File: config.mk
export PLATFORM = sky130hd
export DESIGN_NAME = multibin_carrier_gen
export DESIGN_NICKNAME = d
export VERILOG_FILES = /design/src/rtl/mbcr_pkg.sv /design/src/rtl/mbcr_phase_acc.sv /design/src/rtl/mbcr_offset_mult.sv /design/src/rtl/mbcr_sweep.sv /design/src/rtl/mbcr_sincos.sv /design/src/rtl/multibin_carrier_gen.sv
export SDC_FILE = /design/constraint.sdc
export NUM_CORES = 1
export LEC_CHECK = 0
export ABC_AREA = 1
export BUFFER_PORTS_ARGS = -buffer_cell sky130_fd_sc_hd__buf_4
export CAP_MARGIN = 0
export CORE_UTILIZATION = 42
export DETAILED_ROUTE_END_ITERATION = 10
export SYNTH_ARGS = -nofsm -noshare
export SYNTH_HDL_FRONTEND = slang
export SYNTH_SLANG_ARGS = --single-unit
File: constraint.sdc
create_clock -name clk_i -period 10.4 [get_ports clk_i]
set_clock_uncertainty 0.1 [all_clocks]
set_input_delay 2.08 -clock clk_i [delete_from_list [all_inputs] [get_ports clk_i]]
set_output_delay 2.08 -clock clk_i [all_outputs]
set_load 0.05 [all_outputs]
File: src/rtl/mbcr_pkg.sv
package mbcr_pkg;
  localparam int LUT_BITS = 3;
  localparam int AMP_W    = 3;

  typedef logic signed [AMP_W-1:0] amp_t;
  typedef logic [LUT_BITS-1:0]     lut_idx_t;

  // eight-point cosine, amplitude 3
  function automatic amp_t cos_lut(lut_idx_t idx);
    case (idx)
      3'd0:    return amp_t'(3);
      3'd1:    return amp_t'(2);
      3'd2:    return amp_t'(0);
      3'd3:    return amp_t'(-2);
      3'd4:    return amp_t'(-3);
      3'd5:    return amp_t'(-2);
      3'd6:    return amp_t'(0);
      default: return amp_t'(2);
    endcase
  endfunction

  function automatic amp_t sin_lut(lut_idx_t idx);
    return cos_lut(idx - lut_idx_t'(2));
  endfunction
endpackage

File: src/rtl/mbcr_phase_acc.sv
module mbcr_phase_acc #(
  parameter int W = 32
) (
  input  logic         clk_i,
  input  logic         rst_ni,
  input  logic         en_i,
  input  logic [W-1:0] step_i,
  output logic [W-1:0] acc_o
);
  always_ff @(posedge clk_i or negedge rst_ni) begin
    if (!rst_ni)   acc_o <= '0;
    else if (en_i) acc_o <= acc_o + step_i;
  end
endmodule

File: src/rtl/mbcr_offset_mult.sv
// Shift-add product m_i * a_i modulo 2^W
module mbcr_offset_mult #(
  parameter int W  = 32,
  parameter int MW = 5
) (
  input  logic [MW-1:0] m_i,
  input  logic [W-1:0]  a_i,
  output logic [W-1:0]  p_o
);
  logic [W-1:0] part [MW];
  logic [W-1:0] sum  [MW+1];

  assign sum[0] = '0;
  for (genvar gi = 0; gi < MW; gi++) begin : g_pp
    assign part[gi]  = m_i[gi] ? W'(a_i << gi) : '0;
    assign sum[gi+1] = sum[gi] + part[gi];
  end
  assign p_o = sum[MW];
endmodule

File: src/rtl/mbcr_sweep.sv
module mbcr_sweep #(
  parameter int W     = 32,
  parameter int BIN_W = 5
) (
  input  logic             clk_i,
  input  logic             rst_ni,
  input  logic             start_i,
  input  logic [BIN_W-1:0] last_i,
  input  logic [W-1:0]     base_i,
  input  logic [W-1:0]     step_i,
  output logic             valid_o,
  output logic [BIN_W-1:0] bin_o,
  output logic [W-1:0]     phase_o
);
  logic             busy_q;
  logic [BIN_W-1:0] k_q;

  always_ff @(posedge clk_i or negedge rst_ni) begin
    if (!rst_ni) begin
      busy_q  <= 1'b0;
      k_q     <= '0;
      valid_o <= 1'b0;
      bin_o   <= '0;
      phase_o <= '0;
    end else if (start_i) begin
      busy_q  <= 1'b1;
      k_q     <= '0;
      valid_o <= 1'b0;
    end else if (busy_q) begin
      valid_o <= 1'b1;
      bin_o   <= k_q;
      phase_o <= (k_q == '0) ? base_i : phase_o + step_i;
      if (k_q == last_i) busy_q <= 1'b0;
      else               k_q    <= k_q + 1'b1;
    end else begin
      valid_o <= 1'b0;
    end
  end
endmodule

File: src/rtl/mbcr_sincos.sv
module mbcr_sincos
  import mbcr_pkg::*;
(
  input  lut_idx_t idx_i,
  output amp_t     i_o,
  output amp_t     q_o
);
  assign i_o = cos_lut(idx_i);
  assign q_o = sin_lut(idx_i);
endmodule

File: src/rtl/multibin_carrier_gen.sv
module multibin_carrier_gen
  import mbcr_pkg::*;
#(
  parameter int PHASE_W  = 32,
  parameter int MAX_BINS = 32,
  localparam int BIN_W   = $clog2(MAX_BINS),
  localparam int CNT_W   = $clog2(MAX_BINS + 1)
) (
  input  logic               clk_i,
  input  logic               rst_ni,
  input  logic               sample_en_i,
  input  logic [PHASE_W-1:0] centre_fcw_i,
  input  logic [PHASE_W-1:0] spacing_fcw_i,
  input  logic [CNT_W-1:0]   num_bins_i,
  output logic               rep_valid_o,
  output logic [BIN_W-1:0]   rep_bin_o,
  output logic [PHASE_W-1:0] rep_phase_o,
  output logic [AMP_W-1:0]   rep_i_o,
  output logic [AMP_W-1:0]   rep_q_o
);
  logic [PHASE_W-1:0] centre_acc, spacing_acc, offset, base;
  logic [BIN_W-1:0]   last_d, last_q;
  amp_t               i_s, q_s;

  mbcr_phase_acc #(.W(PHASE_W)) u_centre (
    .clk_i, .rst_ni, .en_i(sample_en_i), .step_i(centre_fcw_i), .acc_o(centre_acc)
  );
  mbcr_phase_acc #(.W(PHASE_W)) u_spacing (
    .clk_i, .rst_ni, .en_i(sample_en_i), .step_i(spacing_fcw_i), .acc_o(spacing_acc)
  );

  always_comb begin
    if (num_bins_i == '0)                        last_d = '0;
    else if (num_bins_i > CNT_W'(MAX_BINS))      last_d = BIN_W'(MAX_BINS - 1);
    else                                         last_d = BIN_W'(num_bins_i - 1'b1);
  end

  always_ff @(posedge clk_i or negedge rst_ni) begin
    if (!rst_ni)          last_q <= '0;
    else if (sample_en_i) last_q <= last_d;
  end

  // lowest bin sits (N-1) half-steps below centre
  mbcr_offset_mult #(.W(PHASE_W), .MW(BIN_W)) u_offset (
    .m_i(last_q), .a_i(spacing_acc), .p_o(offset)
  );
  assign base = centre_acc - offset;

  mbcr_sweep #(.W(PHASE_W), .BIN_W(BIN_W)) u_sweep (
    .clk_i, .rst_ni,
    .start_i(sample_en_i),
    .last_i(last_q),
    .base_i(base),
    .step_i({spacing_acc[PHASE_W-2:0], 1'b0}),
    .valid_o(rep_valid_o),
    .bin_o(rep_bin_o),
    .phase_o(rep_phase_o)
  );

  mbcr_sincos u_lut (
    .idx_i(rep_phase_o[PHASE_W-1 -: LUT_BITS]), .i_o(i_s), .q_o(q_s)
  );
  assign rep_i_o = i_s;
  assign rep_q_o = q_s;
endmodule

==> flow_summary.yaml <==
global_routing:
  grt_pass1_vias: 16260
  gr-total-overflow: 0
  grt_start_max_net_pins: 88
  antenna_found_initial: 0
  grt_pass1_wl_um: 87630
  grt_usage_pct: 29.21
clock_tree:
  cts_resized: 0
  cts_root_buf: "clkbuf_16"
  postCtsHoldBufs: 0
  post_cts_buffers: 0
  clkSlewWorstSetupHoldPaths_ps: 60
  clock_sinks: 113
  cts_max_path_buffers: 2
  cts_tree: "yes"
  clk_latency_ps: 440
  cts_buffers: 17
  h-tree-depth: 4
yosys:
  synthSimpleGateAreaFrac_pct: 31.47
  synth_xor_area_share_pct: 2.609
  synth_seq_cells: 113
  ys_warn_count: 0
  syn_avg_cell_area_sq_um: 6.588
  synth_cells: 2446
  synth_ff_type: "dfrtp_1"
  synth_edf_count: 0
  synth_top_family_by_area: "simple AND/OR/NAND/NOR gates"
  ys_async_sr_fraction_pct: 100.0
  ys_types: 44
  synthMuxAreaShare_pct: 0
  synth.largest_area_cell: "dfrtp_1"
  synth_nets: 2767
  synthAdderAreaFrac_pct: 24.57
  synth_compound_area_share_pct: 13.56
  synth_top_cell_area_share_pct: 17.55
  synth.cell_area_sq_um: 16120
  ys_seq_area_share_pct: 17.55
  synthTopCellsByArea: "dfrtp_1 (18%), nand2_1 (17%), fa_1 (14%)"
setup_path:
  r2r_end: "u_sweep.phase_o[27]$_DFFE_PN0P_"
  critPathKind: "reg -> reg"
  cp.required_ps: 10630
  reg2reg_slack_ps: 5790
  end_kind: "register"
  cp-start-kind: "register"
  rr_worst_depth: 20
  crit_arrival_ps: 4830
  path_max_fanout: 17
  rr_startpoint: "last_q[4]$_DFFE_PN0P_"
layout:
  layout.nets: 2869
  mostFrequentLayoutCells: "nand2_1 (741), inv_1 (386), nor2_1 (197)"
  layout_commonest_cell: "nand2_1"
  ff_latch_area_sq_um: 2828
  final_util_pct: 48.04
  antenna_cells: 0
  fill_cells: 3932
  drive_gt1_share_pct: 8.590
  area_growth_pct: 12.54
  multiInputGateArea_sq_um: 11630
hold_path:
  worstHoldStart: "u_sweep.bin_o[3]$_DFFE_PN0P_"
  whs_path_depth: 2
  whs_endpoint: "u_sweep.bin_o[3]$_DFFE_PN0P_"
  hold_path_class: "reg -> reg"
status:
  status: "finished clean"
detailed_routing:
  via_per_inst: 5.266
  drtAntennaViolNets: 0
  routedWlPerCell_um: 17.96
  via_count: 16180
  route.detailed.drc: 0
  drt_iter0_markers: 1028
  wl_um: 55170
  dr.pass1.iters: 5
sta:
  min_period_over_period_pct: 44.28
  rsz0062_at_grt: "no"
  post-route-min-period_ps: 4605
  fin_tns_setup_ps: 0
  fmax_mhz: 217.1
  finalHoldViolations: 0
  slew_viol_final: 0
  tightestPinTransition_ps: 923.5
  slew_headroom_pct: 37.65
  finalSetupViolCount: 0
floorplanning:
  start_util_pct: 42.68
  die_h_um: 197.9
  coreArea_sq_um: 37760
  io_pins: 117
  die_area_sq_um: 39160
  die_width_um: 197.9
  rows: 71
placement:
  hpwl_um: 46020
  globalplace.congestion: 0.9587
  port_buffers: 116
run:
  max_cap_violations: 0
worst max-delay path, cell delays in order (launching register included):
cell	delay, ps
dfrtp_1	580
buf_4	300
nand2_1	70
inv_1	60
fa_1	490
inv_1	50
fa_1	480
inv_1	60
fa_1	530
inv_1	40
ha_1	340
a21oi_1	310
o21ai_0	190
a21oi_1	240
nand2_2	150
nand2_1	140
nand3_1	90
nand3_1	90
nand2_1	60
nand2_1	50
nand2_1	50
cell usage after synthesis (3+ instances only):
master and number:
nor2_1 197, ha_1 134, nand4_1 37, inv_2 5, nor3_2 3, a31oi_1 14, o21bai_1 19, nand3b_1 21
xnor2_1 24, a21oi_2 5, nand3_2 3, a21boi_0 7, buf_1 4, o22ai_1 4, nor4_1 4, buf_2 10
nor2_2 5, o21ai_2 9, o21a_1 9, o211ai_1 5, dfrtp_1 113, fa_1 114, or2_1 5, clkbuf_1 29
a21o_1 6, nand2_2 24, or2_2 6, nor3_1 19, o21ai_0 119, a21oi_1 184, nand3_1 138, nand2_1 741
xor2_1 24, inv_1 386, o21ai_1 10
layer usage:
metal | track usage (%) | up-vias | share of wire [%]
li1 | - | 8034 | -
met1 | 38.32 | 7693 | 46
met2 | 49.80 | 374 | 47
met3 | 3.679 | 75 | 4.3
met4 | 9.159 | 0 | 2.7
met5 | 0 | - | 0
worst max-delay path by stage:
stage	to	slack [ps]	cells past startpoint	start
3_3_place_gp	u_sweep.phase_o[0]$_DFFE_PN0P_	5640	10	sample_en_i
5_1_grt	u_sweep.phase_o[21]$_DFFE_PN0P_	5450	21	last_q[4]$_DFFE_PN0P_
6_report	u_sweep.phase_o[27]$_DFFE_PN0P_	5790	20	last_q[4]$_DFFE_PN0P_
2_1_floorplan	u_sweep.phase_o[31]$_DFFE_PN0P_	6230	20	last_q[2]$_DFFE_PN0P_
3_5_place_dp	u_sweep.phase_o[0]$_DFFE_PN0P_	5640	10	sample_en_i
4_1_cts	u_sweep.phase_o[27]$_DFFE_PN0P_	5770	20	last_q[4]$_DFFE_PN0P_
layout make-up:
class	instances	share of cell area, %
Multi-Input combinational cell	1898	64.15
Sequential cell	113	15.59
Inverter	391	8.092
Timing Repair Buffer	127	5.257
Tap cell	511	3.525
Clock buffer	20	2.518
Clock inverter	12	0.8624
stage by stage:
| step | setup WS [ps] | hold slack [ps] | instance area (sq um) | instances |
|---|---|---|---|---|
| floorplan | 6234 | 378.2 | 16120 | 2446 |
| global placement | 5641 | 369.1 | 17520 | 3040 |
| detailed placement | 5638 | 375.2 | 17520 | 3040 |
| CTS | 5774 | 391.0 | 18140 | 3072 |
| global route | 5447 | 425.2 | 18140 | 3072 |
| finish | 5795 | 386.5 | 18140 | 3072 |
flip-flops by register name, summed over array words and instances (netlist names):
signal,count
u_sweep.k_q,5
u_centre.acc_o,32
u_sweep.valid_o,1
u_spacing.acc_o,32
u_sweep.bin_o,5
u_sweep.phase_o,32
u_sweep.busy_q,1
last_q,5
kinds of logic (layout without fill, tap and decap cells):
kind of cell	after synthesis	after routing
flops	113	113
xor+xnor	48	48
compound gates	395	395
buf+inv	435	550
fa+ha+maj	248	248
simple gates	1207	1207
Power is left out: the tool's default activity adds up to more than one toggle a clock period on the data nets, which glitch-free logic cannot reach.
